File: src/rtl/spi_irq_pkg.sv
package spi_irq_pkg;
    localparam int DATA_W   = 32;
    localparam int ADDR_W   = 3;
    localparam int FAULT_W  = 6;
    localparam int FMASK_W  = 5;
    localparam int EMASK_W  = 6;
    localparam int CLASS_N  = 2;
    localparam int CLS_FAULT = 0;
    localparam int CLS_EVENT = 1;

    typedef enum logic [ADDR_W-1:0] {
        RA_PEND   = 3'd0,
        RA_CLSEN  = 3'd1,
        RA_TEST   = 3'd2,
        RA_FMASK  = 3'd3,
        RA_FAULT  = 3'd4,
        RA_EMASK  = 3'd5
    } reg_addr_e;

    // fault bits that may raise the fault class: busy(0), bad cmd(3), bad cs(4)
    localparam logic [FAULT_W-1:0] FAULT_LIVE = 6'b011001;
    // event mask bits wired to a level: rx full(0), tx empty(1), ready(4)
    localparam logic [EMASK_W-1:0] EVENT_LIVE = 6'b010011;
    localparam logic [FMASK_W-1:0] FMASK_RESET = 5'h1F;

    typedef struct packed {
        logic ready;
        logic tx_empty;
        logic rx_full;
    } dp_levels_t;

    function automatic logic [EMASK_W-1:0] level_vec(input dp_levels_t l);
        return {1'b0, l.ready, 2'b00, l.tx_empty, l.rx_full};
    endfunction
endpackage

File: src/rtl/spi_irq_fault_track.sv
module spi_irq_fault_track
    import spi_irq_pkg::*;
#(
    parameter int W = FAULT_W
) (
    input  logic         clk,
    input  logic         rst,
    input  logic         soft_rst,
    input  logic [W-1:0] set_i,
    input  logic [W-1:0] clr_i,
    output logic [W-1:0] status_o
);
    logic [W-1:0] status_q;

    always_ff @(posedge clk) begin
        if (rst || soft_rst) status_q <= '0;
        else                 status_q <= (status_q & ~clr_i) | set_i;
    end

    assign status_o = status_q;


    fault_sticky_chk: assert property (@(posedge clk) disable iff (rst)
        !soft_rst |=> ((($past(status_q) & ~$past(clr_i)) & ~status_q) == '0));

    fault_set_wins_chk: assert property (@(posedge clk) disable iff (rst)
        !soft_rst |=> (($past(set_i) & ~status_q) == '0));

    fault_soft_clear_chk: assert property (@(posedge clk) disable iff (rst)
        soft_rst |=> (status_q == '0));
endmodule

File: src/rtl/spi_irq_class.sv
module spi_irq_class (
    input  logic clk,
    input  logic rst,
    input  logic soft_rst,
    input  logic enable_i,
    input  logic cause_i,
    input  logic test_i,
    input  logic clr_i,
    output logic state_o,
    output logic irq_o
);
    logic state_q;
    logic irq_q;
    logic fire;

    assign fire = enable_i && !state_q && (test_i || cause_i);

    always_ff @(posedge clk) begin
        if (rst) begin
            state_q <= 1'b0;
            irq_q   <= 1'b0;
        end else begin
            irq_q <= state_q & enable_i;
            if (soft_rst) state_q <= 1'b0;
            else          state_q <= (state_q && !clr_i) || fire;
        end
    end

    assign state_o = state_q;
    assign irq_o   = irq_q;


    pend_hold_chk: assert property (@(posedge clk) disable iff (rst)
        (state_q && !clr_i && !soft_rst) |=> state_q);

    pend_soft_clear_chk: assert property (@(posedge clk) disable iff (rst)
        soft_rst |=> !state_q);

    irq_rise_chk: assert property (@(posedge clk) disable iff (rst)
        $rose(irq_q) |-> $past(state_q && enable_i));

    pend_blocked_chk: assert property (@(posedge clk) disable iff (rst)
        (!enable_i && !state_q) |=> !state_q);
endmodule

File: src/rtl/spi_irq_regs.sv
module spi_irq_regs
    import spi_irq_pkg::*;
(
    input  logic               clk,
    input  logic               rst,
    input  logic               reg_we,
    input  logic [ADDR_W-1:0]  reg_addr,
    input  logic [DATA_W-1:0]  reg_wdata,
    output logic [CLASS_N-1:0] cls_en_o,
    output logic [FMASK_W-1:0] fmask_o,
    output logic [EMASK_W-1:0] emask_o,
    output logic [CLASS_N-1:0] pend_clr_o,
    output logic [CLASS_N-1:0] test_o,
    output logic [FAULT_W-1:0] fault_clr_o
);
    logic [CLASS_N-1:0] cls_en_q;
    logic [FMASK_W-1:0] fmask_q;
    logic [EMASK_W-1:0] emask_q;
    logic               unused_wdata;

    assign unused_wdata = ^reg_wdata[DATA_W-1:8];

    function automatic logic hit(input logic we, input logic [ADDR_W-1:0] a,
                                 input reg_addr_e r);
        return we && (a == r);
    endfunction

    always_ff @(posedge clk) begin
        if (rst) begin
            cls_en_q <= '0;
            fmask_q  <= FMASK_RESET;
            emask_q  <= '0;
        end else begin
            if (hit(reg_we, reg_addr, RA_CLSEN)) cls_en_q <= reg_wdata[CLASS_N-1:0];
            if (hit(reg_we, reg_addr, RA_FMASK)) fmask_q  <= reg_wdata[FMASK_W-1:0];
            if (hit(reg_we, reg_addr, RA_EMASK)) emask_q  <= reg_wdata[EMASK_W-1:0];
        end
    end

    always_comb begin
        pend_clr_o  = hit(reg_we, reg_addr, RA_PEND)  ? reg_wdata[CLASS_N-1:0] : '0;
        test_o      = hit(reg_we, reg_addr, RA_TEST)  ? reg_wdata[CLASS_N-1:0] : '0;
        fault_clr_o = hit(reg_we, reg_addr, RA_FAULT) ? reg_wdata[FAULT_W-1:0] : '0;
    end

    assign cls_en_o = cls_en_q;
    assign fmask_o  = fmask_q;
    assign emask_o  = emask_q;


    fmask_reset_chk: assert property (@(posedge clk)
        $fell(rst) |-> (fmask_q == FMASK_RESET && cls_en_q == '0));
endmodule

File: src/rtl/spi_irq_agg.sv
module spi_irq_agg
    import spi_irq_pkg::*;
(
    input  logic                clk,
    input  logic                rst,
    input  logic                soft_rst,
    input  logic                reg_we,
    input  logic [ADDR_W-1:0]   reg_addr,
    input  logic [DATA_W-1:0]   reg_wdata,
    output logic [DATA_W-1:0]   reg_rdata,
    input  logic [FAULT_W-1:0]  fault_in,
    input  logic                dp_ready,
    input  logic                dp_tx_empty,
    input  logic                dp_rx_full,
    output logic                irq_fault,
    output logic                irq_event
);
    logic [CLASS_N-1:0] cls_en;
    logic [FMASK_W-1:0] fmask;
    logic [EMASK_W-1:0] emask;
    logic [CLASS_N-1:0] pend_clr;
    logic [CLASS_N-1:0] test;
    logic [FAULT_W-1:0] fault_clr;
    logic [FAULT_W-1:0] fault_st;
    logic [CLASS_N-1:0] cause;
    logic [CLASS_N-1:0] pend;
    logic [CLASS_N-1:0] irq;
    dp_levels_t         lv;

    spi_irq_regs u_regs (
        .clk(clk), .rst(rst), .reg_we(reg_we), .reg_addr(reg_addr),
        .reg_wdata(reg_wdata), .cls_en_o(cls_en), .fmask_o(fmask),
        .emask_o(emask), .pend_clr_o(pend_clr), .test_o(test),
        .fault_clr_o(fault_clr)
    );

    spi_irq_fault_track #(.W(FAULT_W)) u_fault (
        .clk(clk), .rst(rst), .soft_rst(soft_rst),
        .set_i(fault_in), .clr_i(fault_clr), .status_o(fault_st)
    );

    assign lv = '{ready: dp_ready, tx_empty: dp_tx_empty, rx_full: dp_rx_full};

    assign cause[CLS_FAULT] = |({1'b0, fmask} & fault_st & FAULT_LIVE);
    assign cause[CLS_EVENT] = |(emask & level_vec(lv) & EVENT_LIVE);

    for (genvar c = 0; c < CLASS_N; c++) begin : g_cls
        spi_irq_class u_cls (
            .clk(clk), .rst(rst), .soft_rst(soft_rst),
            .enable_i(cls_en[c]), .cause_i(cause[c]), .test_i(test[c]),
            .clr_i(pend_clr[c]), .state_o(pend[c]), .irq_o(irq[c])
        );
    end

    assign irq_fault = irq[CLS_FAULT];
    assign irq_event = irq[CLS_EVENT];

    always_comb begin
        reg_rdata = '0;
        case (reg_addr)
            RA_PEND:  reg_rdata[CLASS_N-1:0] = pend;
            RA_CLSEN: reg_rdata[CLASS_N-1:0] = cls_en;
            RA_FMASK: reg_rdata[FMASK_W-1:0] = fmask;
            RA_FAULT: reg_rdata[FAULT_W-1:0] = fault_st;
            RA_EMASK: reg_rdata[EMASK_W-1:0] = emask;
            default:  reg_rdata = '0;
        endcase
    end


    no_quiet_fault_chk: assert property (@(posedge clk) disable iff (rst)
        (!pend[CLS_FAULT] && !test[CLS_FAULT] && ((fault_st & FAULT_LIVE) == '0))
        |=> !pend[CLS_FAULT]);

    no_quiet_event_chk: assert property (@(posedge clk) disable iff (rst)
        (!pend[CLS_EVENT] && !test[CLS_EVENT] && ((emask & EVENT_LIVE) == '0))
        |=> !pend[CLS_EVENT]);
endmodule

File: config.mk
export PLATFORM = sky130hd
export DESIGN_NAME = spi_irq_agg
export DESIGN_NICKNAME = d
export VERILOG_FILES = /design/src/rtl/spi_irq_pkg.sv /design/src/rtl/spi_irq_fault_track.sv /design/src/rtl/spi_irq_class.sv /design/src/rtl/spi_irq_regs.sv /design/src/rtl/spi_irq_agg.sv
export SDC_FILE = /design/constraint.sdc
export NUM_CORES = 1
export LEC_CHECK = 0
export BUFFER_PORTS_ARGS = -buffer_cell sky130_fd_sc_hd__buf_4
export CORE_UTILIZATION = 40
export CTS_BUF_LIST = sky130_fd_sc_hd__clkbuf_16
export DETAILED_ROUTE_END_ITERATION = 6
export GPL_ROUTABILITY_DRIVEN = 0
export PLACE_DENSITY_LB_ADDON = 0.3
export SLEW_MARGIN = 10
export SYNTH_ARGS = -nofsm -noshare
export SYNTH_HDL_FRONTEND = slang
export SYNTH_SLANG_ARGS = --single-unit
File: constraint.sdc
create_clock -name clk -period 1.7 [get_ports clk]
set_clock_uncertainty 0.1 [all_clocks]
set_input_delay 0.34 -clock clk [delete_from_list [all_inputs] [get_ports clk]]
set_output_delay 0.34 -clock clk [all_outputs]
set_load 0.01 [all_outputs]
# Word level (Yosys, flattened, before mapping)
# Cells that the tools add are included.
# Widths: inputs -> output; s select.
# classes
n_addsub	0
n_mul	0
n_div	0
order_cmp	0
eq_ne	5
shift	0
muxes	6
bitwise_logic	7
reduce_logical	25
# ops
operator	n
$logic_and 1x1->1	12
$and 5x5->5	2
$pmux 2 s5	1
$pmux 3 s3	1
$and 6x6->6	1
$eq 3x2->1 const B	2
$eq 3x3->1 const B	2
$mux 6	1
$not 6->6	1
$or 6x6->6	1
$reduce_or 3->1	2
$logic_or 1x1->1	5
$logic_not 1->1	4
$mux 2	2
$eq 3x1->1 const B	1
$logic_not 3->1	1
$and 1x1->1	2
$pmux 1 s2	1
$reduce_or 2->1	1
# totals
register_bits	23
latchBits	0
mem_bits_rw	0
romBits	0
in_bits	48
out_inout_bits	34
word_cells	51
n_memories	0

# Depth between registers and ports, before layout
# depth
depth_word	6
ltp_mapped	4
mapped_depth_nobuf	3

# Modules after synthesis
# A second synthesis with hierarchy kept.
# hier_totals
cells_unflattened	169
area_unflattened_um2	1488.9
# modules_own_cells
mod	n_inst	cells_per_inst	area_each_um2	seq_area_each_um2
spi_irq_regs	1	71	663.1	260.2
spi_irq_agg	1	58	427.9	0.0
spi_irq_fault_track	1	26	250.2	120.1
spi_irq_class	2	7	73.8	40.0

# Least setup slack after synthesis
# OpenSTA, ideal clock, no wires.
# synth_path
kind	input -> output
start	input port reg_addr[2]
end	output port reg_rdata[0]
arrival_ps	1139
required_time_ps	1260
slack_ps	121
stages	4
n_path_buf	1
cell_sequence	buf_4 mux4_2 inv_1 o22ai_1
# synth_via
elab_chain_len	2
word_cells_on_any_way	6
cone_classes	eq/ne (4); mux (1); reduce/logical (1)
# synth_rtl
element	line_no	source
from (decl)	spi_irq_agg.sv:8	input logic [ADDR_W-1:0] reg_addr,
$eq 3x3->1 (tied with other cells)	spi_irq_agg.sv:60	case (reg_addr)
$pmux 2 s5 *	spi_irq_agg.sv:60	
to (decl)	spi_irq_agg.sv:10	output logic [DATA_W-1:0] reg_rdata,
# Mark *: on every way between the ends. The rest lies on a longest branch, timed or not.

# Worst setup path after layout
# layout_path
start	register u_regs.emask_q[1], in the netlist u_regs.emask_o[1]
end	output port reg_rdata[1]
# layout_via
elab_chain_len	1
# layout_rtl
element	line_no	source
from (decl)	spi_irq_regs.sv:18	logic [EMASK_W-1:0] emask_q;
from (signal assigned)	spi_irq_regs.sv:36	if (hit(reg_we, reg_addr, RA_EMASK)) emask_q <= reg_wdata[EMASK_W-1:0];
$pmux 2 s5	spi_irq_agg.sv:60	
# No other way between the ends.

==> results.yml <==
run_status:
  outcome: "complete, but fails checks"
  violations: "negative setup slack"
global_routing:
  use_met1: 0.216
  grt_overflow: 0
  antenna_found_initial: 0
  grt_busiest_layer: "met2"
  track_usage: 0.173
  grt_max_degree: 19
  grt_util_met2: 0.305
  grt_pass1_wl_um: 4510
  use_met3: 0.0216
  grt_pass1_vias: 983
finish:
  diodes: 0
  ff_latch_area_um2: 469
  multi_input_area_um2: 718
  stdcell_count: 222
  layout.nets: 227
  mostFrequentLayoutCell: "buf_4"
  final_cell_mix: "buf_4, conb_1, nor2_1, dfxtp_1, mux2i_1"
  nFillCells: 291
  layout-drive-gt1-share: 0.343
  areaGrowthSynthToFinish_pct: 23.8
  design_area_mm2: 0.00165
yosys:
  ys_top_cells_by_area: "dfxtp_1, buf_4, mux2i_1, nor2_1, nand4b_4"
  postSynthAreaPerCell_um2: 9.52
  yosysTopAreaCellShare: 0.346
  synth_compound_area_frac: 0.159
  synthArstFlopShare: 0
  synthXorXnorAreaFrac: 0
  synth_mux_area_frac: 0.124
  synth_top_family_by_area: "buffers and inverters"
  synth_top_cell_by_area: "dfxtp_1"
  yosysSeqAreaShare: 0.346
  syn_inst: 140
  ys_warn_count: 0
  yosys_register_bits: 23
  synth_top_flop_cell: "dfxtp_1"
  synthAdderAreaFrac: 0
  ys_types: 26
  synthSimpleGateAreaFrac: 0.177
  syn_area_mm2: 0.00133
  synth_edf_count: 0
place:
  dp.cells: 210
  hpwl_um: 2040
  port_buffers: 29
  post_dp_cell_area_mm2: 0.00149
setup_path:
  crit_type: "register to primary output"
  r2r-start: "u_regs.emask_o[0]"
  crit_arrival_ns: 1.33
  crit_required_ns: 1.26
  startpoint: "u_regs.emask_o[1]"
  critPathMaxFanout: 2
  crit_path_start_kind: "register"
  critPathCaptureType: "primary output"
worst_hold_path:
  hp-class: "input pin to register"
  min_from: "fault_in[5]"
timing:
  rsz0062_at_grt: "true"
  slew_violations: 0
  max_freq_mhz: 564
  fin_setup_tns_ns: -0.116
  post-route-min-period_ns: 1.77
  period_share: 1.04
  hold_viol_final: 0
  layout_setup_ws_ns: -0.0717
  holdWs_ns: 0.191
  setup_violations: 2
clock_tree:
  cts_root_buffer: "clkbuf_16"
  clk_pin_slew_ns: 0.06
  cts.htree.levels: 1
  clock_path_buffers: 2
  cts_tree: "yes"
  ctsHoldBuffers: 0
  numCtsBuffers: 3
  cts.sinks: 23
  insertion_delay_ns: 0.25
pwr:
  leakage_nw: 0.810
  ir_drop_mv: 0.446
  powerDensity_mw_per_mm2: 763
detailed_routing:
  drtIter0Drc: 39
  vias: 1073
  vias_per_cell: 4.83
  wl_um: 2940
  wl_per_cell_um: 13.2
  antenna_left: 0
  drt_first_pass_iters: 4
  drc: 0
floorplan:
  start_util: 0.429
  core_area_mm2: 0.00310
  die_x_um: 59.7
  dieArea_mm2: 0.00357
  num_rows: 20
  dieHeight_um: 59.7
  boundaryPins: 82
run:
  maxCapViolCount: 0
metrics by stage:
step | setup slack (ns) | total power, W | util
floorplan | 0.121 | 0.000728 | -
global placement | 0.0122 | 0.000755 | 0.481
detailed placement | 0.00736 | 0.000760 | 0.481
CTS | -0.0758 | 0.00127 | 0.524
global route | -0.113 | 0.00132 | 0.531
finish | -0.0717 | 0.00126 | 0.531
state kept, by name, summed over array words and instances, names as in the netlist:
signal	cells
u_fault.status_o	6
u_regs.emask_o	6
u_regs.fmask_o	5
g_cls.u_cls.irq_o	2
g_cls.u_cls.state_o	2
u_regs.cls_en_o	2
area by class of cell:
| cell class | count | share of cell area |
|---|---|---|
| tap | 44 | 0.0334 |
| clock inverter | 1 | 0.00303 |
| inverter | 7 | 0.0159 |
| timing repair buffer | 40 | 0.182 |
| clock buffer | 3 | 0.0455 |
| sequential | 23 | 0.285 |
| multi-input combinational | 104 | 0.436 |
worst paths after layout:
check | end | slack (ns) | depth (start not counted)
setup / recovery | reg_rdata[1] | -0.07 | 4
hold / removal | u_fault.status_o[5] | 0.19 | 2
setup reg to reg | g_cls[1].u_cls.state_o | 0.14 | 5
hold reg to reg | u_regs.fmask_o[2] | 0.38 | 1
cells by family (layout without fill, tap and decap cells):
family / after synthesis / count (layout)
buffers and inverters: 38 / 51
muxes: 14 / 14
and+or+nand+nor: 36 / 36
other: 1 / 26
DFF: 23 / 23
AOI/OAI and AO/OA: 28 / 28
report_power, final:
group / switching, W / leakage (nW) / internal, W
clock: 0.000183 / 0.0409 / 0.000316
sequential: 0.00000968 / 0.191 / 0.000555
combinational: 0.000105 / 0.579 / 0.0000892
total: 0.000298 / 0.810 / 0.000960
worst max-delay path, stage by stage, from the launching register on:
cell     delay, ns
dfxtp_2       0.32
mux4_2        0.48
inv_2         0.07
o22ai_2       0.06
buf_4         0.14
layer usage:
layer  vias to the layer above  part of all wire  wire (um)
met5                         -                 0          0
met4                         0            0.0058         17
met1                       506              0.44       1290
met3                         2             0.057        167
li1                        515                 -          -
met2                        50              0.50       1460
synth_stat cells, types with 2 or more instances:
master    instances
buf_4            28
dfxtp_1          23
nor2_1           16
mux2i_1          12
nand2_1           8
inv_1             7
o21a_1            6
a211o_1           5
o21ai_0           5
a21boi_1          4
a21boi_0          2
a222oi_1          2
a32o_1            2
and3b_1           2
clkbuf_1          2
mux4_2            2
nand2b_1          2
nand4b_4          2
nor4b_1           2
o22ai_1           2
timing repair:
action                     in CTS  in global routing
gates resized for setup         9                  3
setup endpoints to repair       2                  5
setup buffers                   5                  3
Power figures use the tool's default switching activity.
